**src/rtl/serx_pkg.sv**
```systemverilog
package serx_pkg;

  localparam int unsigned N_CH = 2;
  localparam int unsigned IDX_W = 4;

  // port offsets within a channel (bits 2:0 of the byte offset)
  localparam logic [2:0] OFF_CMD  = 3'd1;
  localparam logic [2:0] OFF_DATA = 3'd5;

  // register indices the block decodes
  localparam logic [IDX_W-1:0] RIDX_STAT  = 4'd0;
  localparam logic [IDX_W-1:0] RIDX_PEND  = 4'd3;
  localparam logic [IDX_W-1:0] WIDX_IEN   = 4'd1;
  localparam logic [IDX_W-1:0] WIDX_MIE   = 4'd9;
  localparam logic [IDX_W-1:0] WIDX_ECHOA = 4'd12;
  localparam logic [IDX_W-1:0] WIDX_ECHOB = 4'd13;
  localparam logic [IDX_W-1:0] WIDX_LOOP  = 4'd14;

  // bit positions inside the decoded registers
  localparam int unsigned B_TXIE  = 1;
  localparam int unsigned B_RXM   = 3;   // receive mode occupies bits 4:3
  localparam int unsigned B_MIE   = 3;
  localparam int unsigned B_LOOP  = 4;

  // pending register layout
  localparam int unsigned PEND_W  = 6;
  localparam int unsigned P_TXB   = 1;
  localparam int unsigned P_RXB   = 2;
  localparam int unsigned P_TXA   = 4;
  localparam int unsigned P_RXA   = 5;

  typedef enum logic {PH_SELECT, PH_STORE} ptr_phase_e;

endpackage

```
**src/rtl/serx_ptr_seq.sv**
```systemverilog
module serx_ptr_seq
  import serx_pkg::*;
(
  input  logic             clk,
  input  logic             rst,
  input  logic             cmd_wr,
  input  logic             cmd_rd,
  input  logic [IDX_W-1:0] sel_val,
  output logic [IDX_W-1:0] ptr,
  output logic             reg_we
);

  ptr_phase_e phase_q;

  assign reg_we = cmd_wr && (phase_q == PH_STORE);

  always_ff @(posedge clk) begin
    if (rst) begin
      ptr     <= '0;
      phase_q <= PH_SELECT;
    end else if (cmd_rd) begin
      ptr     <= '0;
      phase_q <= PH_SELECT;
    end else if (cmd_wr) begin
      if (phase_q == PH_SELECT) begin
        ptr     <= sel_val;
        phase_q <= PH_STORE;
      end else begin
        ptr     <= '0;
        phase_q <= PH_SELECT;
      end
    end
  end

endmodule

```
**src/rtl/serx_rx_fifo.sv**
```systemverilog
module serx_rx_fifo #(
  parameter int unsigned DEPTH = 4,   // power of two, at least 2
  parameter int unsigned W     = 8
) (
  input  logic         clk,
  input  logic         rst,
  input  logic         push,
  input  logic [W-1:0] din,
  input  logic         pop,
  output logic [W-1:0] dout,
  output logic         empty,
  output logic         full
);

  localparam int unsigned AW = $clog2(DEPTH);

  logic [W-1:0] mem [DEPTH];
  logic [AW:0]  wp_q, rp_q;

  assign empty = (wp_q == rp_q);
  assign full  = (wp_q[AW] != rp_q[AW]) && (wp_q[AW-1:0] == rp_q[AW-1:0]);
  assign dout  = mem[rp_q[AW-1:0]];

  always_ff @(posedge clk) begin
    if (push && !full) mem[wp_q[AW-1:0]] <= din;
  end

  always_ff @(posedge clk) begin
    if (rst) begin
      wp_q <= '0;
      rp_q <= '0;
    end else begin
      if (push && !full) wp_q <= wp_q + 1'b1;
      if (pop && !empty) rp_q <= rp_q + 1'b1;
    end
  end

endmodule

```
**src/rtl/serx_irq_ctrl.sv**
```systemverilog
module serx_irq_ctrl
  import serx_pkg::*;
(
  input  logic              clk,
  input  logic              rst,
  input  logic              mie,
  input  logic              rx_en,
  input  logic [N_CH-1:0]   txie,
  input  logic [N_CH-1:0]   rx_avail,
  input  logic [N_CH-1:0]   tx_hit,
  input  logic              clr,
  output logic [PEND_W-1:0] pend,
  output logic              irq
);

  logic [PEND_W-1:0] set_v, mask_v, pend_nxt;

  always_comb begin
    set_v  = '0;
    mask_v = '0;
    set_v[P_TXA]  = mie && txie[0] && tx_hit[0];
    set_v[P_TXB]  = mie && txie[1] && tx_hit[1];
    set_v[P_RXA]  = mie && rx_en && rx_avail[0];
    set_v[P_RXB]  = mie && rx_en && rx_avail[1];
    mask_v[P_TXA] = mie && txie[0];
    mask_v[P_TXB] = mie && txie[1];
    mask_v[P_RXA] = mie && rx_en;
    mask_v[P_RXB] = mie && rx_en;
    pend_nxt = clr ? '0 : (pend | set_v);
  end

  always_ff @(posedge clk) begin
    if (rst) begin
      pend <= '0;
      irq  <= 1'b0;
    end else begin
      pend <= pend_nxt;
      irq  <= |(pend_nxt & mask_v);
    end
  end

endmodule

```
**src/rtl/serx_regif.sv**
```systemverilog
module serx_regif
  import serx_pkg::*;
#(
  parameter int unsigned RX_DEPTH = 4
) (
  input  logic            clk,
  input  logic            rst,
  input  logic            bus_sel,
  input  logic            bus_we,
  input  logic [3:0]      bus_addr,
  input  logic [7:0]      bus_wdata,
  output logic [7:0]      bus_rdata,
  input  logic            rx_in_valid,
  input  logic            rx_in_chan,
  input  logic [7:0]      rx_in_data,
  output logic            tx_valid,
  output logic            tx_chan,
  output logic [7:0]      tx_byte,
  output logic            irq,
  output logic [N_CH-1:0] rx_overrun
);

  localparam int unsigned DW = 8;

  logic            acc_ch;
  logic [2:0]      acc_off;
  logic [N_CH-1:0] cmd_wr, cmd_rd, dat_wr, dat_rd;
  logic [N_CH-1:0] reg_we, txie_q, loop_q, rx_empty, rx_full, ovr_q;
  logic [IDX_W-1:0] ptr [N_CH];
  logic [DW-1:0]   echo_a_q [N_CH];
  logic [DW-1:0]   echo_b_q [N_CH];
  logic [DW-1:0]   rx_dout  [N_CH];
  logic            mie_q;
  logic [1:0]      rxm_q;
  logic [PEND_W-1:0] pend;
  logic            pend_clr;
  logic [DW-1:0]   rr_val;

  assign acc_ch  = bus_addr[3];
  assign acc_off = bus_addr[2:0];

  for (genvar c = 0; c < N_CH; c++) begin : g_ch
    logic hit, loop_push, ext_push, push;

    assign hit       = bus_sel && (acc_ch == 1'(c));
    assign cmd_wr[c] = hit && bus_we  && (acc_off == OFF_CMD);
    assign cmd_rd[c] = hit && !bus_we && (acc_off == OFF_CMD);
    assign dat_wr[c] = hit && bus_we  && (acc_off == OFF_DATA);
    assign dat_rd[c] = hit && !bus_we && (acc_off == OFF_DATA);

    serx_ptr_seq u_ptr (
      .clk    (clk),
      .rst    (rst),
      .cmd_wr (cmd_wr[c]),
      .cmd_rd (cmd_rd[c]),
      .sel_val(bus_wdata[IDX_W-1:0]),
      .ptr    (ptr[c]),
      .reg_we (reg_we[c])
    );

    always_ff @(posedge clk) begin
      if (rst) begin
        txie_q[c]   <= 1'b0;
        loop_q[c]   <= 1'b0;
        echo_a_q[c] <= '0;
        echo_b_q[c] <= '0;
      end else if (reg_we[c]) begin
        case (ptr[c])
          WIDX_IEN:   txie_q[c]   <= bus_wdata[B_TXIE];
          WIDX_LOOP:  loop_q[c]   <= bus_wdata[B_LOOP];
          WIDX_ECHOA: echo_a_q[c] <= bus_wdata;
          WIDX_ECHOB: echo_b_q[c] <= bus_wdata;
          default: ;
        endcase
      end
    end

    assign loop_push = dat_wr[c] && loop_q[c];
    assign ext_push  = rx_in_valid && (rx_in_chan == 1'(c));
    assign push      = loop_push || ext_push;

    serx_rx_fifo #(.DEPTH(RX_DEPTH), .W(DW)) u_fifo (
      .clk  (clk),
      .rst  (rst),
      .push (push),
      .din  (loop_push ? bus_wdata : rx_in_data),
      .pop  (dat_rd[c]),
      .dout (rx_dout[c]),
      .empty(rx_empty[c]),
      .full (rx_full[c])
    );

    always_ff @(posedge clk) begin
      if (rst) ovr_q[c] <= 1'b0;
      else if ((push && rx_full[c]) || (loop_push && ext_push)) ovr_q[c] <= 1'b1;
    end
  end

  // shared master enable, written from either channel; receive mode from A only
  always_ff @(posedge clk) begin
    if (rst) begin
      mie_q <= 1'b0;
      rxm_q <= '0;
    end else begin
      if ((reg_we[0] && ptr[0] == WIDX_MIE) || (reg_we[1] && ptr[1] == WIDX_MIE))
        mie_q <= bus_wdata[B_MIE];
      if (reg_we[0] && ptr[0] == WIDX_IEN)
        rxm_q <= bus_wdata[B_RXM +: 2];
    end
  end

  assign pend_clr = (cmd_rd[0] && ptr[0] == RIDX_PEND) || (|dat_rd);

  serx_irq_ctrl u_irq (
    .clk     (clk),
    .rst     (rst),
    .mie     (mie_q),
    .rx_en   (|rxm_q),
    .txie    (txie_q),
    .rx_avail(~rx_empty),
    .tx_hit  (dat_wr),
    .clr     (pend_clr),
    .pend    (pend),
    .irq     (irq)
  );

  always_comb begin
    rr_val = '0;
    case (ptr[acc_ch])
      RIDX_STAT:  rr_val = {5'b0, 1'b1, 1'b0, ~rx_empty[acc_ch]};
      RIDX_PEND:  rr_val = acc_ch ? '0 : {{(DW-PEND_W){1'b0}}, pend};
      WIDX_ECHOA: rr_val = echo_a_q[acc_ch];
      WIDX_ECHOB: rr_val = echo_b_q[acc_ch];
      default:    rr_val = '0;
    endcase
  end

  always_ff @(posedge clk) begin
    if (rst) begin
      bus_rdata <= '0;
      tx_valid  <= 1'b0;
      tx_chan   <= 1'b0;
      tx_byte   <= '0;
    end else begin
      if (|cmd_rd)      bus_rdata <= rr_val;
      else if (|dat_rd) bus_rdata <= rx_empty[acc_ch] ? '0 : rx_dout[acc_ch];
      tx_valid <= |dat_wr;
      if (|dat_wr) begin
        tx_chan <= acc_ch;
        tx_byte <= bus_wdata;
      end
    end
  end

  assign rx_overrun = ovr_q;

endmodule

```
**config.mk**
```make
export PLATFORM = sky130hd
export DESIGN_NAME = serx_regif
export DESIGN_NICKNAME = d
export VERILOG_FILES = /design/src/rtl/serx_pkg.sv /design/src/rtl/serx_ptr_seq.sv /design/src/rtl/serx_rx_fifo.sv /design/src/rtl/serx_irq_ctrl.sv /design/src/rtl/serx_regif.sv
export SDC_FILE = /design/constraint.sdc
export NUM_CORES = 1
export LEC_CHECK = 0
export BUFFER_PORTS_ARGS = -buffer_cell sky130_fd_sc_hd__buf_2
export CORE_MARGIN = 2
export CORE_UTILIZATION = 45
export DETAILED_ROUTE_END_ITERATION = 6
export HOLD_SLACK_MARGIN = 0.12
export PLACE_DENSITY = 0.7
export SYNTH_ARGS = -nofsm -noshare
export SYNTH_HDL_FRONTEND = slang
export SYNTH_SLANG_ARGS = --single-unit
```
**constraint.sdc**
```tcl
create_clock -name clk -period 4.4 [get_ports clk]
set_input_delay 0 -clock clk [delete_from_list [all_inputs] [get_ports clk]]
set_output_delay 0 -clock clk [all_outputs]
set_load 0.02 [all_outputs]
```
**Yosys cells after proc, flatten, opt, wreduce, memory -nomap -nowiden**

Memories as Yosys holds them, arrays and structs flattened. A register that Yosys moved wholly into a read port is not among the register bits.
Index checks and enable logic that the tools add are counted.
W data, S select, Z words.

- Bits in registers: 56
- Bits in writable memories: 96
- Bits of input ports: 26
- Output and inout bits: 21
- Logic and storage cells: 180
- Memories kept: 4

Memories:

| name | depth | width | read ports | clocked after memory_dff | wr ports | RTL line | text |
|---|---|---|---|---|---|---|---|
| g_ch[0].u_fifo.mem | 4 | 8 | 1 | 1 | 1 | serx_rx_fifo.sv:17 | `logic [W-1:0] mem [DEPTH];` |
| g_ch[1].u_fifo.mem | 4 | 8 | 1 | 1 | 1 | serx_rx_fifo.sv:17 |  |
| echo_a_q | 2 | 8 | 1 | 0 | 2 | serx_regif.sv:30 | `logic [DW-1:0] echo_a_q [N_CH];` |
| echo_b_q | 2 | 8 | 1 | 0 | 2 | serx_regif.sv:31 | `logic [DW-1:0] echo_b_q [N_CH];` |

- Add/sub/neg operators: 4
- Magnitude comparators: 2
- Equality and inequality tests: 22
- Muxes and demuxes: 50
- Bitwise gates (word level): 11
- Reductions and logical operators: 65

Operators by type and width:

| operator | number |
|---|---|
| $mux W8 | 12 |
| $logic_and A1 B1 Y1 | 41 |
| $eq A4 B4 Y1 const B | 10 |
| $pmux W8 S4 | 1 |
| $mux W1 | 26 |
| $mux W4 | 5 |
| $add A3 B1 Y3 const B | 4 |
| $mux W6 | 2 |
| $reduce_or A2 Y1 | 6 |
| $eq A4 B1 Y1 const B | 2 |
| $eq A4 B2 Y1 const B | 2 |
| $mux W2 | 4 |
| $reduce_and A2 Y1 | 4 |
| $and A6 B6 Y6 | 1 |
| $eq A3 B3 Y1 | 2 |
| $logic_or A1 B1 Y1 | 6 |
| $or A6 B6 Y6 | 1 |
| $reduce_or A6 Y1 | 1 |
| $logic_not A1 Y1 | 5 |
| $eq A2 B2 Y1 | 2 |
| $logic_not A4 Y1 | 1 |
| $or A1 B1 Y1 | 4 |
| $eq A3 B1 Y1 const B | 1 |
| $eq A3 B3 Y1 const B | 1 |
| other kinds (7) | 10 |

**Logic depth before layout (Yosys ltp)**

Gate-level depths: netlist of run 1.

- Depth in word-level cells: 9
- Mapped depth: 7
- Depth with buffers taken out: 5

**By module**

From an unflattened synthesis of run 1, not the netlist that was laid out.

- Cell total of the unflattened synthesis: 593
- Area, all modules: 7245.7 um^2

Modules (own cells, without submodules):

| module | times used | cells an instance | area an instance (um^2) | seq. area each (um^2) |
|---|---|---|---|---|
| serx_rx_fifo | 2 | 110 | 1731.7 | 1121.1 |
| serx_regif | 1 | 308 | 3159.3 | 1501.4 |
| serx_ptr_seq | 2 | 22 | 211.5 | 100.1 |
| serx_irq_ctrl | 1 | 21 | 200.2 | 100.1 |

**Worst setup path before layout of run 1**

Ideal clock, no wire load.

- Kind: reg2reg
- Start: register g_ch[0].u_ptr.ptr[2]
- End: memory echo_a_q[0][0], enable pin
- Library setup time: 0.375 ns
- Arrival: 1.535 ns
- Required time: 4.025 ns
- Slack: 2.491 ns
- Stages on the path, launching flop included: 5
- Path buffers: 1
- Clock period less this slack: 1.909 ns
- Cells stage by stage: dfxtp_1 clkbuf_1 nand2_1 or4_4 o21bai_1

RTL lines:

| element | RTL line | text |
|---|---|---|
| start, declared | serx_ptr_seq.sv:9 | `output logic [IDX_W-1:0] ptr,` |
| start signal, assigned | serx_ptr_seq.sv:26 | `ptr <= sel_val;` |
| end, declared | serx_regif.sv:30 |  |

**Worst setup path in the final report of run 1**

- Start: input bus_addr[2]
- End: memory g_ch[0].u_fifo.mem[1][6], data pin

- Longest elaborated chain between the ends: 4

Ends and longest elaborated chain:

| element | RTL line | text |
|---|---|---|
| start, declared | serx_regif.sv:10 | `input logic [3:0] bus_addr,` |
| $eq A3 B3 Y1 | serx_regif.sv:48 | `assign dat_wr[c] = hit && bus_we && (acc_off == OFF_DATA);` |
| $logic_and A1 B1 Y1 | serx_regif.sv:48 |  |
| $logic_and A1 B1 Y1 | serx_regif.sv:78 | `assign loop_push = dat_wr[c] && loop_q[c];` |
| $mux W8 | serx_regif.sv:86 | `.din (loop_push ? bus_wdata : rx_in_data),` |
| via g_ch[0].u_fifo.din[6] | serx_rx_fifo.sv:8 | `input logic [W-1:0] din,` |
| end, declared | serx_rx_fifo.sv:17 |  |

The timed path passes the listed nets, and every way through them passes these cells.

==> results of run 1 <==
-- logic make-up (layout without fill, tap and decap cells) --
kind of cell,count (synthesis),in the layout,synth area share (%)
flip-flops,154,154,58.8
adder cells (fa/ha/maj),12,12,2.11
multiplexers,69,69,13.9
AND/OR/NAND/NOR,183,183,15.3
buffers and inverters,37,110,2.24
XOR/XNOR,14,14,1.78
AO/OA/AOI/OAI,61,61,5.91
-- layout by cell type, fill, tap and decap left out, drive strengths merged, types with 14 or more instances in the layout --
cell / n
edfxtp: 96
dfxtp: 58
nor2: 52
buf: 46
and2: 37
mux2i: 29
mux2: 22
dlygate4sd3: 22
nand2: 21
clkbuf: 20
mux4: 18
a21oi: 14
-- power groups by stage --
stage	Clock (mW)	Combinational, mW	Sequential, mW
6_report	1.57	0.172	1.57
5_1_grt	1.65	0.185	1.58
4_1_cts	1.58	0.170	1.57
3_5_place_dp	0	0.154	1.60
3_3_place_gp	0	0.150	1.60
2_1_floorplan	0	0.0974	1.60
-- Yosys cell counts, types with 8 or more instances --
cell | n | area (um^2)
sky130_fd_sc_hd__ha_1 | 10 | 125
sky130_fd_sc_hd__mux2i_1 | 28 | 280
sky130_fd_sc_hd__mux4_2 | 18 | 405
sky130_fd_sc_hd__nor2_1 | 52 | 195
sky130_fd_sc_hd__o21ai_0 | 8 | 40.0
sky130_fd_sc_hd__and2_1 | 37 | 231
sky130_fd_sc_hd__a21oi_1 | 14 | 70.1
sky130_fd_sc_hd__dfxtp_1 | 58 | 1160
sky130_fd_sc_hd__inv_1 | 10 | 37.5
sky130_fd_sc_hd__nand3_1 | 12 | 60.1
sky130_fd_sc_hd__edfxtp_1 | 96 | 2880
sky130_fd_sc_hd__buf_2 | 9 | 45.0
sky130_fd_sc_hd__clkbuf_1 | 17 | 63.8
sky130_fd_sc_hd__mux2_2 | 22 | 248
sky130_fd_sc_hd__nand2_1 | 20 | 75.1
-- layer usage --
metal  share of wire [%]  GRT usage [%]
met1                  44           26.4
met2                  47           30.7
met3                 6.5           5.63
met4                 3.0           9.83
met5                   0              0
-- flip-flops by register name (all words and copies together), names as in the netlist, named ones only --
name                cells
g_ch.u_ptr.ptr          8
mie_q                   1
g_ch.u_ptr.phase_q      2
tx_byte                 8
g_ch.u_fifo.wp_q        6
g_ch.u_fifo.rp_q        6
bus_rdata               8
txie_q                  2
loop_q                  2
echo_a_q               16
echo_b_q               16
rx_overrun              2
u_irq.irq               1
rxm_q                   2
tx_valid                1
u_irq.pend              4
tx_chan                 1
g_ch.u_fifo.mem        64
-- worst reg2reg max path, cell delays in order (launching register included) --
cell and delay, ns:
sky130_fd_sc_hd__dfxtp_1 0.33, sky130_fd_sc_hd__inv_1 0.06, sky130_fd_sc_hd__nor3_4 0.54, sky130_fd_sc_hd__mux2_2 0.42, sky130_fd_sc_hd__dlygate4sd3_1 0.61
-- layout make-up --
type                       count  share of cell area (%)
timing repair buffer          68                    5.57
sequential                   154                    50.0
clock buffer                  20                    5.40
inverter                      10                   0.464
multi-input combinational    339                    33.2
clock inverter                12                    2.45
tap                          188                    2.91
-- metrics by stage --
| stage | cell area [um^2] | worst slack [ns] | utilization (%) | hold WS (ns) | cells |
|---|---|---|---|---|---|
| after global routing | 8080 | 1.87 | 53.6 | 0.148 | 791 |
| after global placement | 7230 | 2.25 | 47.9 | 0.388 | 737 |
| after CTS | 8080 | 2.03 | 53.6 | 0.127 | 791 |
| after detailed placement | 7230 | 2.14 | 47.9 | 0.396 | 737 |
| after floorplan | 6880 | 2.49 | - | 0.144 | 530 |
| final | 8080 | 1.95 | 53.6 | 0.169 | 791 |
-- how the worst min path moves through the flow --
stage          slack (ns)           from  depth (start not counted)                            endpoint
6_report             0.17        bus_sel                          5   g_ch[0].u_ptr.ptr[3]$_SDFFE_PP0N_
5_1_grt              0.15        bus_sel                          5  g_ch[0].u_ptr.phase_q$_SDFFE_PP0N_
4_1_cts              0.13        bus_sel                          5  g_ch[0].u_ptr.phase_q$_SDFFE_PP0N_
3_5_place_dp         0.40  rx_in_data[1]                          2  g_ch[1].u_fifo.mem[3][1]$_DFFE_PP_
3_3_place_gp         0.39   bus_wdata[2]                          3   g_ch[0].u_ptr.ptr[2]$_SDFFE_PP0N_
2_1_floorplan        0.14   bus_wdata[0]                          2             tx_byte[0]$_SDFFE_PP0P_
-- repair_timing --
| item | 4_1_cts | 5_1_grt |
|---|---|---|
| endpoints found under the hold margin | 120 | 0 |
| gates resized for setup | 0 | 0 |
| hold buffers | 22 | 0 |
| buffers inserted | 0 | 0 |
==> results by stage, run 1 <==
Pwr:
- Net switching is 20.5% of the power.
- The peak supply drop is 0.309 mV.
- Summed over all nets, the switching power comes to 0.680 mW.
- For this design the static power due to leakage is 3.01 nW.
- The share of power burned in combinational logic is 5.2%.
- The clock group share of total power is 47.3%.
- Power spread over the standard cell area amounts to 410 nW/um^2.
- The total power is 3.31 mW.
- Of the total power, registers draw 47.5%.
- The cell-internal power is 2.63 mW.

Timing:
- The number of slew-limit violations in the final report was 0.
- The total negative setup slack is 0 ns.
- The setup clock skew after layout is 0.00851 ns.
- Setup repair after global routing left no endpoint under its margin.
- The slew at the pin closest to its max-slew limit is 1.03 ns.
- Setup violations remaining at the end of the flow were counted as 0.
- The worst pin sits at a relative slew slack of 31.6%.
- The maximum clock rate is 409 MHz.
- The final critical-path required period is 2.45 ns.
- The total count of hold-check failures in the final report is 0.
- The fraction of the cycle the final worst path needs is 55.6%.

Yosys:
- The number of instances in the synthesized netlist is 530.
- Synthesis produced a netlist with a net count of 566.
- The sequential element share of the synthesized area is 58.8%.
- For this run, the leading register cell type out of synthesis is sky130_fd_sc_hd__edfxtp_1.
- The count of yosys warnings during synthesis is 0.
- The netlist area before placement is 6880 um^2.
- After synthesis, the mean cell area works out to 13.0 um^2.
- The total of flip-flops plus latches after synthesis is 154.
- The async set-reset flop share out of synthesis is 0%.
- After synthesis, the netlist uses 61 different library cells.
- The number of enable-type register cells in the synthesized netlist is 96.

Setup path:
- The kind of critical path is primary input to register.
- In this run the number of cells on the critical path is 6.
- In this run the critical register-to-register path is launched from loop_q[0]$_SDFFE_PP0P_.
- Counting both buffers and inverters, the worst setup path holds a total of 3.
- The required time at the endpoint of the critical path is 4.55 ns.
- The signal arrival time at the worst endpoint is 2.59 ns.
- Measured in cells, the most critical reg-to-reg path has a length of 4.
- The critical path startpoint category is a primary input.
- The source of the critical timing path is bus_addr[2].
- The capturing element type of the critical path is a register.
- The cell type group with the largest total delay on the critical path is buffers and inverters.
- The cell type with the highest occurrence count on the critical path is sky130_fd_sc_hd__dlygate4sd3_1.
- The maximum fanout along the worst path is 10.
- For flop-to-flop paths, the worst setup slack is 2.17 ns.
- The capture instance of the worst register-to-register path is g_ch[0].u_fifo.mem[1][6]$_DFFE_PP_.
- The critical path ends at g_ch[0].u_fifo.mem[1][6]$_DFFE_PP_.
- Walking the worst path, the cells encountered are dlygate4sd3_1 > buf_2 > nand4b_2 > nor3_4 > mux2_2 > dlygate4sd3_1.
- In this design, the stage delay of the slowest critical-path cell is 0.60 ns.
- The largest individual stage delay along the critical path comes from the cell sky130_fd_sc_hd__nor3_4.

Run status:
- The flow ran to the end, and the final reports show no timing, DRC or antenna violations.

Global routing:
- Entering global routing, the biggest net connects 54 pins.
- The first-pass GRT wire length is 24,300 um.
- The total overflow left after global routing is 0.
- The via count of the first global-routing pass is 4,463.
- The number of antenna violations at the first check in global routing was 0.
- The global router's overall resource usage is 20.1%.

Routing:
- The routed via count divided by cell count is 5.64.
- After detailed routing, the average wire length per cell comes to 19.7 um.
- The first routing iteration left 456 violations.
- The count of nets left with antenna violations once routing finished came out at 0.
- The pre-antenna-repair detailed-routing pass consisted of 5 iterations.
- The routed design has 15,600 um of wire.
- After detailed routing, the number of remaining DRC violations is 0.
- The final route contains 4,459 vias.

Finish:
- The number of antenna diodes in the final layout is 0.
- Across the whole layout, storage elements account for 4040 um^2.
- After filler insertion, the fill cell instance count of the layout stands at 1,242.
- The total area of multi-input combinational cells is 2680 um^2.
- The final layout contains 626 nets.
- Cells with a size suffix above 1 make up 21.9% of the layout.
- The growth of design area from synthesis to finish is 17.5%.

Die:
- The overall die area is 16,300 um^2.
- 47 I/O pins were placed.
- The floorplan has 45 rows.
- The vertical die dimension is 128 um.
- The initial utilization of the core area, before any placement, comes to 45.6%.
- The die width is 128 um.
- The core area is 15,100 um^2.

Clocking:
- For this design, the sink count on the clock tree is 154.
- In this run, CTS created clock tree buffers numbering 17.
- Counting along the longest clock path gives a buffer depth of 2.
- The insertion delay to the later sink of the worst-skew pair is 0.42 ns.
- The H-tree was split into 4 levels.
- The root buffer cell chosen for the clock tree is sky130_fd_sc_hd__clkbuf_16.
- TritonCTS built the clock tree.
- After clock tree synthesis, the clock-pin slew on the worst setup and hold paths is 0.06 ns.

Placement:
- Port buffering added 46 buffers.
- Detailed placement ended at an HPWL of 10,900 um.
- The last weighted congestion value of the routability-driven placer is 0.860.

Worst hold path:
- The min-delay analysis places its worst path in the category primary input to register.

Job:
- The tool flagged a number of max-cap violations equal to 0.
(Power assumes the default switching activity.)
==> inputs of run 2 (changes only) <==
==> constraint.sdc (replaced) <==
create_clock -name clk -period 2.4 [get_ports clk]
set_input_delay 0 -clock clk [delete_from_list [all_inputs] [get_ports clk]]
set_output_delay 0 -clock clk [all_outputs]
set_load 0.02 [all_outputs]
==> run 2 against run 1 <==
Routed wire length increased by 4.3%. Setup slack got worse by 1.9 ns. Global-route usage up 1.1 points. First-iteration DRC count grew 2.0%. Critical path depth grew 1. Register-to-register slack worse by 1.9 ns. Clock power is 60% higher. Worst hold slack worse by 0.0034 ns. Critical path type unchanged.
==> results by stage, run 2 (same netlist as run 1, synthesis figures left out) <==
Finish:
- The leading cell type in the layout, fill and taps excluded is sky130_fd_sc_hd__edfxtp_1.
- The final core area utilization is 53.8% (+0.23 points).
- The growth of design area from synthesis to finish is 18.0%.
- The count of nets after finishing is 640 (+2.2%).
- The filler cell count in the final layout was 1,252 (+0.81%).
- The share of layout cells above drive strength 1 is 23.2% (+1.3 points).
- The number of standard cells in the final layout excluding fillers came to 805 (+1.8%).
- The flip-flop count of the largest register, all copies and words added was 64 (unchanged).
- In the layout the commonest cells are sky130_fd_sc_hd__edfxtp_1 (96), sky130_fd_sc_hd__dfxtp_1 (58), sky130_fd_sc_hd__nor2_1 (51), sky130_fd_sc_hd__buf_2 (46), sky130_fd_sc_hd__and2_1 (37).
- The antenna diode count is 0 (unchanged).

Clocking:
- The insertion delay to the later sink of the worst-skew pair is 0.43 ns (about the same).
- The total number of H-tree levels is 4 (unchanged).
- The clock transition time at the flip-flop clock pins of the worst setup and hold paths is 0.06 ns (about the same).
- The total setup buffers inserted after CTS is 0 (unchanged).
- The largest buffer count on any clock path was 2 (unchanged).
- The library cell used as clock root buffer is sky130_fd_sc_hd__clkbuf_16.
- The CTS buffer count was 17 (unchanged).
- TritonCTS built the clock tree.
- The TritonCTS sink count is 154 (unchanged).

Setup path:
- The signal arrival time at the worst endpoint is 2.48 ns (-0.11 ns).
- The length in cells of the worst reg-to-reg path came to 5 (+1).
- The register-to-register path setup slack is 0.25 ns (-1.92 ns).
- The delay contributed by the slowest stage of the critical path is 0.61 ns (about the same).
- The largest individual stage delay along the critical path comes from the cell sky130_fd_sc_hd__dlygate4sd3_1.
- Counting stages on the worst path, the most repeated cell is sky130_fd_sc_hd__dlygate4sd3_1.
- Traced cell by cell, the critical path runs through dlygate4sd3_1 > buf_2 > nand4b_2 > nor3_4 > buf_4 > mux2_2 > dlygate4sd3_1.
- The maximum fanout along the worst path came to 9 (-1).
- The kind of critical path is primary input to register.
- The combined buffer and inverter count along the critical path is 4 (+1).
- The required time at the endpoint of the critical path is 2.56 ns (-1.99 ns).
- The endpoint identified for the worst register-to-register timing path is g_ch[0].u_fifo.mem[2][7]$_DFFE_PP_.
- Among cell families on the critical path, the largest total delay comes from buffers and inverters.
- In this run the critical register-to-register path is launched from loop_q[0]$_SDFFE_PP0P_.
- STA classifies the critical path startpoint as a primary input.
- The capturing element type of the critical path is a register.

Global routing:
- The global router's overall resource usage is 21.1% (+1.1 points).
- The total grt overflow is 0 (unchanged).
- The first-pass GRT wire length is 25,300 um (+4.2%).
- The largest net degree at the start of global routing was 33 (-39%).
- The number of antenna violations at the first check in global routing is 0 (unchanged).
- The via count of the first global-routing pass is 4,563 (+2.2%).

Timing:
- The smallest hold slack came to 0.165 ns (-0.00338 ns).
- The maximum clock rate is 431 MHz.
- The number of slew-limit violations in the final report is 0 (unchanged).
- The total count of hold-check failures in the final report is 0 (unchanged).
- The fraction of the cycle the final worst path needs is 96.7%.
- The slew at the pin closest to its max-slew limit came to 0.657 ns (-0.370 ns).
- The setup clock skew after layout was 0.00861 ns (+0.000105 ns).
- Setup repair after global routing left no endpoint under its margin.
- The worst slew margin relative to its limit is 56.2% (+25 points).
- The total negative setup slack is 0 ns (unchanged).
- The number of failing setup endpoints in the final timing report is 0 (unchanged).
- After layout, the minimum clock period comes to 2.32 ns.

Routing:
- The post-route DRC violation count is 0 (unchanged).
- The final antenna-violating net count is 0 (unchanged).
- The first-iteration detailed-routing DRC count is 465 (+2.0%).
- The routed wire length is 16,300 um (+4.3%).
- The number of vias after detailed routing came to 4,545 (+1.9%).
- The number of search-and-repair iterations in the first detailed-routing pass came to 7 (+2).
- The average detailed-routed wire length per instance is 20.2 um (+2.5%).
- The routed via count divided by cell count is 5.65 (+0.16%).

Die:
- The core area came to 15,100 um^2 (unchanged).
- The initial core utilization is 45.6% (unchanged).
- The overall die area is 16,300 um^2 (unchanged).
- The placement row count is 45 (unchanged).
- The vertical die dimension was 128 um (unchanged).
- The number of top-level pins was 47 (unchanged).
- The die width came to 128 um (unchanged).

Pwr:
- The cell-internal power was 4.42 mW (+68%).
- The power per standard cell area is 704 nW/um^2 (+72%).
- The fraction of power spent switching nets came to 22.7% (+2.2 points).
- The peak supply drop is 0.563 mV (+82%).
- The static leakage power was 3.04 nW (+0.80%).
- The power share of the sequential group was 50.4% (+2.9 points).
- The clock group share of total power is 43.9% (-3.4 points).
- The share of power burned in combinational logic came to 5.7% (+0.5 points).
- The net switching power of the design is 1.30 mW (+91%).

Worst hold path:
- The min-delay analysis places its worst path in the category primary input to register.
- The worst hold path depth came to 5 (unchanged).
- The worst hold path begins at rx_in_chan.
- The capture endpoint of the worst hold path is rx_overrun[0]$_SDFFE_PP0P_.

Placement:
- The number of buffers added on ports is 46 (unchanged).
- The number of placed instances, taps included came to 747 (+1.4%).
- The last weighted congestion value of the routability-driven placer was 0.853 (-0.81%).
- The half-perimeter wire length of the detailed placement result is 11,400 um (+4.0%).

Run status:
- The run finished with clean final reports.

Job:
- The number of maximum-capacitance violations is 0 (unchanged).
-- run 2: cell count changes in the layout (fill, tap and decap cells not counted) --
cell,previous run,this run
sky130_fd_sc_hd__inv_6,0,2
sky130_fd_sc_hd__buf_4,0,10
sky130_fd_sc_hd__clkinv_4,2,3
sky130_fd_sc_hd__bufinv_16,5,1
sky130_fd_sc_hd__clkbuf_1,3,1
sky130_fd_sc_hd__clkinv_1,0,2
sky130_fd_sc_hd__dlygate4sd3_1,22,26
sky130_fd_sc_hd__nor2_2,0,1
sky130_fd_sc_hd__inv_8,0,1
sky130_fd_sc_hd__nor2_1,52,51
-- run 2: worst max-delay path by stage --
stage / startpoint / to / slack, ns / cells past startpoint
6_report: bus_addr[2] / g_ch[0].u_fifo.mem[2][7]$_DFFE_PP_ / 0.08 / 7
5_1_grt: bus_addr[2] / g_ch[0].u_fifo.mem[1][6]$_DFFE_PP_ / 0.02 / 7
4_1_cts: bus_addr[2] / g_ch[0].u_fifo.mem[2][7]$_DFFE_PP_ / 0.13 / 7
3_5_place_dp: register / bus_rdata[0]$_SDFFE_PP0P_ / 0.45 / 4
3_3_place_gp: register / bus_rdata[0]$_SDFFE_PP0P_ / 0.49 / 4
2_1_floorplan: g_ch[0].u_ptr.ptr[2]$_SDFFE_PP0N_ / echo_a_q[0][0]$_SDFFCE_PN0P_ / 0.49 / 4
-- run 2: what timing repair did --
item,in CTS,in global routing
endpoints found under the hold margin,127,0
endpoints found under the setup margin,0,2
gates resized for setup,0,1
hold buffers,26,0
-- run 2: cell type report --
cell class | count | area (um^2) | share of cell area, %
clock buffer | 18 | 429 | 5.29
clock inverter | 14 | 123 | 1.51
inverter | 10 | 37.5 | 0.462
multi-input combinational | 339 | 2690 | 33.1
sequential | 154 | 4040 | 49.8
tap | 188 | 235 | 2.90
timing repair buffer | 82 | 566 | 6.97
-- run 2: metrics by stage --
step	total power [mW]	instance area [um^2]	worst slack, ns
after global placement	3.22	7300	0.489
after global routing	5.88	8120	0.0218
after floorplan	3.11	6880	0.491
after detailed placement	3.23	7300	0.446
after CTS	5.75	8120	0.131
final	5.72	8120	0.0796
-- run 2: power groups by stage --
stage          combinational [mW]  sequential, mW  clock, mW
5_1_grt                     0.350            2.89       2.64
4_1_cts                     0.324            2.88       2.54
2_1_floorplan               0.179            2.93          0
6_report                    0.326            2.88       2.51
3_3_place_gp                0.285            2.94          0
3_5_place_dp                0.293            2.94          0
-- run 2: routing by layer --
layer | vias up | routed length (um) | share of wire (%) | global-route usage, %
met1 | 2237 | 6830 | 42 | 26.7
met4 | 0 | 351 | 2.2 | 8.99
met2 | 176 | 7970 | 49 | 34.7
met3 | 27 | 1100 | 6.7 | 5.51
met5 | - | 0 | 0 | 0
li1 | 2105 | - | - | -
-- run 2: worst reg2reg max path, cell delays in order (launching register included) --
cell	delay [ns]
sky130_fd_sc_hd__dfxtp_1	0.34
sky130_fd_sc_hd__inv_1	0.07
sky130_fd_sc_hd__nor3_4	0.26
sky130_fd_sc_hd__buf_4	0.24
sky130_fd_sc_hd__mux2_2	0.36
sky130_fd_sc_hd__dlygate4sd3_1	0.61
==> inputs of run 3 (changes only) <==
--- a/config.mk
+++ b/config.mk
@@ -5,8 +5,8 @@
 export SDC_FILE = /design/constraint.sdc
 export NUM_CORES = 1
 export LEC_CHECK = 0
+export ABC_AREA = 1
 export BUFFER_PORTS_ARGS = -buffer_cell sky130_fd_sc_hd__buf_2
-export CORE_MARGIN = 2
 export CORE_UTILIZATION = 45
 export DETAILED_ROUTE_END_ITERATION = 6
 export HOLD_SLACK_MARGIN = 0.12
==> run 3 against run 2 <==
Register-to-register slack improved by 0.18 ns. Critical endpoint is now g_ch[0].u_fifo.mem[3][5]$_DFFE_PP_. Flip-flop and latch count did not move. Largest power group unchanged. First-iteration DRC count rose by 1.5%. Combinational power rose by 21%. Routed wire length rose by 10%. Clock-buffer cell count rose by 1. Setup slack improved by 0.013 ns. Largest cell class unchanged. Highest routed layer unchanged. Critical path depth rose by 2. Core utilization rose by 0.54 points.
==> results by stage, run 3 <==
Run status:
- The flow ran to the end, and the final reports show no timing, DRC or antenna violations.

Clocking:
- The TritonCTS sink count is 154 (unchanged).
- The total number of H-tree levels is 4 (unchanged).
- TritonCTS built the clock tree.
- The insertion delay to the later sink of the worst-skew pair is 0.43 ns (about the same).
- The largest buffer count on any clock path came to 2 (unchanged).
- The cell sitting at the root of the clock tree is a sky130_fd_sc_hd__clkbuf_16.
- The clock transition time at the flip-flop clock pins of the worst setup and hold paths is 0.06 ns (about the same).
- The CTS buffer count was 17 (unchanged).

Setup path:
- The length in cells of the worst reg-to-reg path came to 7 (+2).
- The highest-delay cell along the critical path is sky130_fd_sc_hd__dlygate4sd3_1.
- The count of cell instances traversed by the critical path is 9 (+2).
- STA classifies the critical path startpoint as a primary input.
- The combined buffer and inverter count along the critical path came to 3 (-1).
- The capturing element type of the critical path is a register.
- The signal arrival time at the worst endpoint came to 2.39 ns (-0.09 ns).
- Traced cell by cell, the critical path runs through dlygate4sd3_1 > clkbuf_4 > nand3_2 > dlygate4sd3_1 > nor2_2 > nand2_4 > o21ai_4 > nand2_4 > nor2_4.
- The required time at the endpoint of the critical path is 2.49 ns (-0.07 ns).
- By startpoint and endpoint, the worst setup path is classified as primary input to register.
- Grouping stages by cell kind, the critical path spends the most delay in buffers and inverters.
- The register-to-register path setup slack is 0.43 ns (+0.18 ns).
- The delay contributed by the slowest stage of the critical path came to 0.63 ns (+0.02 ns).
- The maximum fanout along the worst path is 17 (+8).

Timing:
- The number of slew-limit violations in the final report is 0 (unchanged).
- Setup repair after global routing left no endpoint under its margin.
- The total count of hold-check failures in the final report is 0 (unchanged).
- The smallest hold slack was 0.138 ns (-0.0275 ns).
- The maximum clock rate was 433 MHz (+0.58%).
- The final critical-path required period is 2.31 ns (-0.0134 ns).
- The total negative setup slack is 0 ns (unchanged).
- The slew at the pin closest to its max-slew limit was 0.636 ns (-0.0205 ns).
- The fraction of the cycle the final worst path needs is 96.1% (-0.56 points).
- The setup clock skew after layout was 0.0122 ns (+0.00360 ns).
- The worst slew margin relative to its limit is 57.5% (+1.3 points).
- The number of failing setup endpoints in the final timing report is 0 (unchanged).

Finish:
- The filler cell count in the final layout came to 1,439 (+15%).
- The growth of design area from synthesis to finish is 18.4%.
- The count of nets after finishing is 941 (+47%).
- The share of layout cells above drive strength 1 is 14.9% (-8.3 points).
- The antenna diode count is 0 (unchanged).
- The flip-flop count of the largest register, all copies and words added is 64 (unchanged).
- The total area of multi-input combinational cells is 2800 um^2 (+4.3%).
- The leading cell type in the layout, fill and taps excluded is sky130_fd_sc_hd__nand2_1.
- The total area of sequential cells came to 4040 um^2 (unchanged).
- In the layout the commonest cells are sky130_fd_sc_hd__nand2_1 (205), sky130_fd_sc_hd__nor2_1 (106), sky130_fd_sc_hd__edfxtp_1 (96), sky130_fd_sc_hd__inv_1 (73), sky130_fd_sc_hd__o21ai_0 (60).

Global routing:
- The via count of the first global-routing pass is 5,394 (+18%).
- The largest net degree at the start of global routing is 31 (-6.1%).
- The first-pass GRT wire length is 28,100 um (+11%).
- The number of antenna violations at the first check in global routing was 0 (unchanged).
- The total grt overflow came to 0 (unchanged).
- The global router's overall resource usage is 22.8% (+1.7 points).

Routing:
- The average detailed-routed wire length per instance was 15.8 um (-22%).
- The routed wire length is 17,900 um (+10%).
- The final antenna-violating net count came to 0 (unchanged).
- The number of search-and-repair iterations in the first detailed-routing pass is 6 (-1).
- The first-iteration detailed-routing DRC count is 472 (+1.5%).
- The post-route DRC violation count is 0 (unchanged).
- The routed via count divided by cell count is 5.06 (-10%).
- The number of vias after detailed routing is 5,736 (+26%).

Yosys:
- The unique cell type count in the Yosys netlist is 37 (-39%).
- The total nets after synthesis is 857 (+51%).
- The number of instances in the synthesized netlist is 821 (+55%).
- The most repeated cell in the gate-level netlist after synthesis is sky130_fd_sc_hd__nand2_1.
- The number of enable-type register cells in the synthesized netlist was 96 (unchanged).
- The count of yosys warnings during synthesis came to 0 (unchanged).
- The largest total area in the synthesized netlist belongs to sky130_fd_sc_hd__edfxtp_1.
- The async set-reset flop share out of synthesis came to 0% (unchanged).
- The total of flip-flops plus latches after synthesis was 154 (unchanged).
- The netlist area before placement came to 7270 um^2 (+5.6%).
- Ranked by instance count, the synthesized netlist is headed by sky130_fd_sc_hd__nand2_1 (205), sky130_fd_sc_hd__nor2_1 (106), sky130_fd_sc_hd__edfxtp_1 (96).
- The sequential element share of the synthesized area was 55.6% (-3.1 points).
- The area share of the leading cell type in the synthesized netlist came to 39.7% (-2.2 points).
- The main flop type after synthesis is sky130_fd_sc_hd__edfxtp_1.
- The post-synthesis area per instance came to 8.85 um^2 (-32%).
- By area the synthesized netlist is led by sky130_fd_sc_hd__edfxtp_1 (40%), sky130_fd_sc_hd__dfxtp_1 (16%), sky130_fd_sc_hd__nand2_1 (11%).

Pwr:
- The power share of the sequential group is 49.2% (-1.2 points).
- The net switching power of the design is 1.36 mW (+4.6%).
- The share of power burned in combinational logic came to 6.7% (+1.0 points).
- The cell-internal power came to 4.51 mW (+2.2%).
- The peak supply drop came to 0.495 mV (-12%).
- The total power came to 5.87 mW (+2.7%).
- The clock group share of total power is 44.1% (+0.2 points).
- The fraction of power spent switching nets is 23.1% (+0.42 points).
- The power per standard cell area was 683 nW/um^2 (-3.1%).
- The static leakage power is 3.56 nW (+17%).

Worst hold path:
- The min-delay analysis places its worst path in the category primary input to register.
- The worst hold path depth is 5 (unchanged).

Die:
- The number of top-level pins is 47 (unchanged).
- The placement row count was 46 (+2.2%).
- The vertical die dimension is 129 um (+1.1%).
- The overall die area came to 16,700 um^2 (+2.3%).
- The core area is 15,800 um^2 (+4.9%).
- The die width is 129 um (+1.1%).
- The initial core utilization is 45.9% (+0.32 points).

Placement:
- The half-perimeter wire length of the detailed placement result is 12,300 um (+7.9%).
- The number of buffers added on ports is 46 (unchanged).
- The last weighted congestion value of the routability-driven placer is 0.879 (+3.1%).

Job:
- The number of maximum-capacitance violations came to 0 (unchanged).
run 3: cell count changes in the layout (fill, tap and decap cells not counted), sizes merged, moves of 8 or more:
cell	change
mux2	-22
nand3	+52
nand2	+201
nand2b	-8
o21ai	+59
mux2i	-26
inv	+65
a21oi	+31
nor2	+67
and2	-37
mux4	-18
run 3: final timing paths:
kind,startpoint,to
max reg2reg,register,bus_rdata[3]$_SDFFE_PP0P_
min reg2reg,rxm_q[0]$_SDFFE_PP0P_,rxm_q[0]$_SDFFE_PP0P_
max,bus_sel,g_ch[0].u_fifo.mem[3][5]$_DFFE_PP_
min,bus_addr[3],g_ch[1].u_ptr.ptr[1]$_SDFFE_PP0N_
run 3: kinds of logic after synthesis:
family,count (synthesis),share of synthesized area (%)
multiplexers,3,0.413
XOR/XNOR,2,0.241
flip-flops,154,55.6
AND/OR/NAND/NOR,430,27.2
AO/OA/AOI/OAI,119,8.83
adder cells (fa/ha/maj),10,1.72
buffers and inverters,103,5.94
run 3: area by class of cell:
class                      instances  share of cell area [%]
clock buffer                      19                    5.03
tap                              216                    3.14
multi-input combinational        564                    32.6
timing repair buffer              88                    7.27
sequential                       154                    47.0
clock inverter                    13                    1.48
inverter                          80                    3.49
run 3: power by group through the flow:
stage               registers [mW]  clock network [mW]  logic (mW)
finish                        2.89                2.59       0.396
global placement              2.94                   0       0.352
detailed placement            2.95                   0       0.357
CTS                           2.89                2.60       0.392
floorplan                     2.95                   0       0.222
global route                  2.89                2.72       0.437
run 3: worst register-to-register path, stage by stage, from the launching register on:
cell and delay (ns):
sky130_fd_sc_hd__dfxtp_1 0.72, sky130_fd_sc_hd__inv_1 0.40, sky130_fd_sc_hd__o21ai_0 0.24, sky130_fd_sc_hd__nor2_1 0.06, sky130_fd_sc_hd__o21ai_0 0.20, sky130_fd_sc_hd__nor2_1 0.07
sky130_fd_sc_hd__nor2_1 0.10, sky130_fd_sc_hd__nor2_1 0.05
run 3: timing repair:
| action | CTS | global route |
|---|---|---|
| hold buffers | 30 | 0 |
| endpoints found under the hold margin | 123 | 0 |
| buffers inserted | 0 | 0 |
| endpoints found under the setup margin | 0 | 1 |
| resized for setup | 0 | 4 |
run 3: metrics by stage:
stage	util (%)	area (um^2)	cells	worst slack, ns
after floorplan	-	7270	821	0.834
after global placement	48.8	7730	1072	0.457
after detailed placement	48.8	7730	1072	0.454
after CTS	54.3	8590	1134	0.0717
after global routing	54.3	8600	1134	0.00419
final	54.3	8600	1134	0.0931
run 3: metal layers:
metal  share of wire, %  vias to the layer above  GRT usage, %
li1                   -                     2884             -
met1                 44                     2670          29.5
met2                 49                      158          38.5
met3                5.3                       24          4.62
met4                1.6                        0          7.61
met5                  0                        -             0
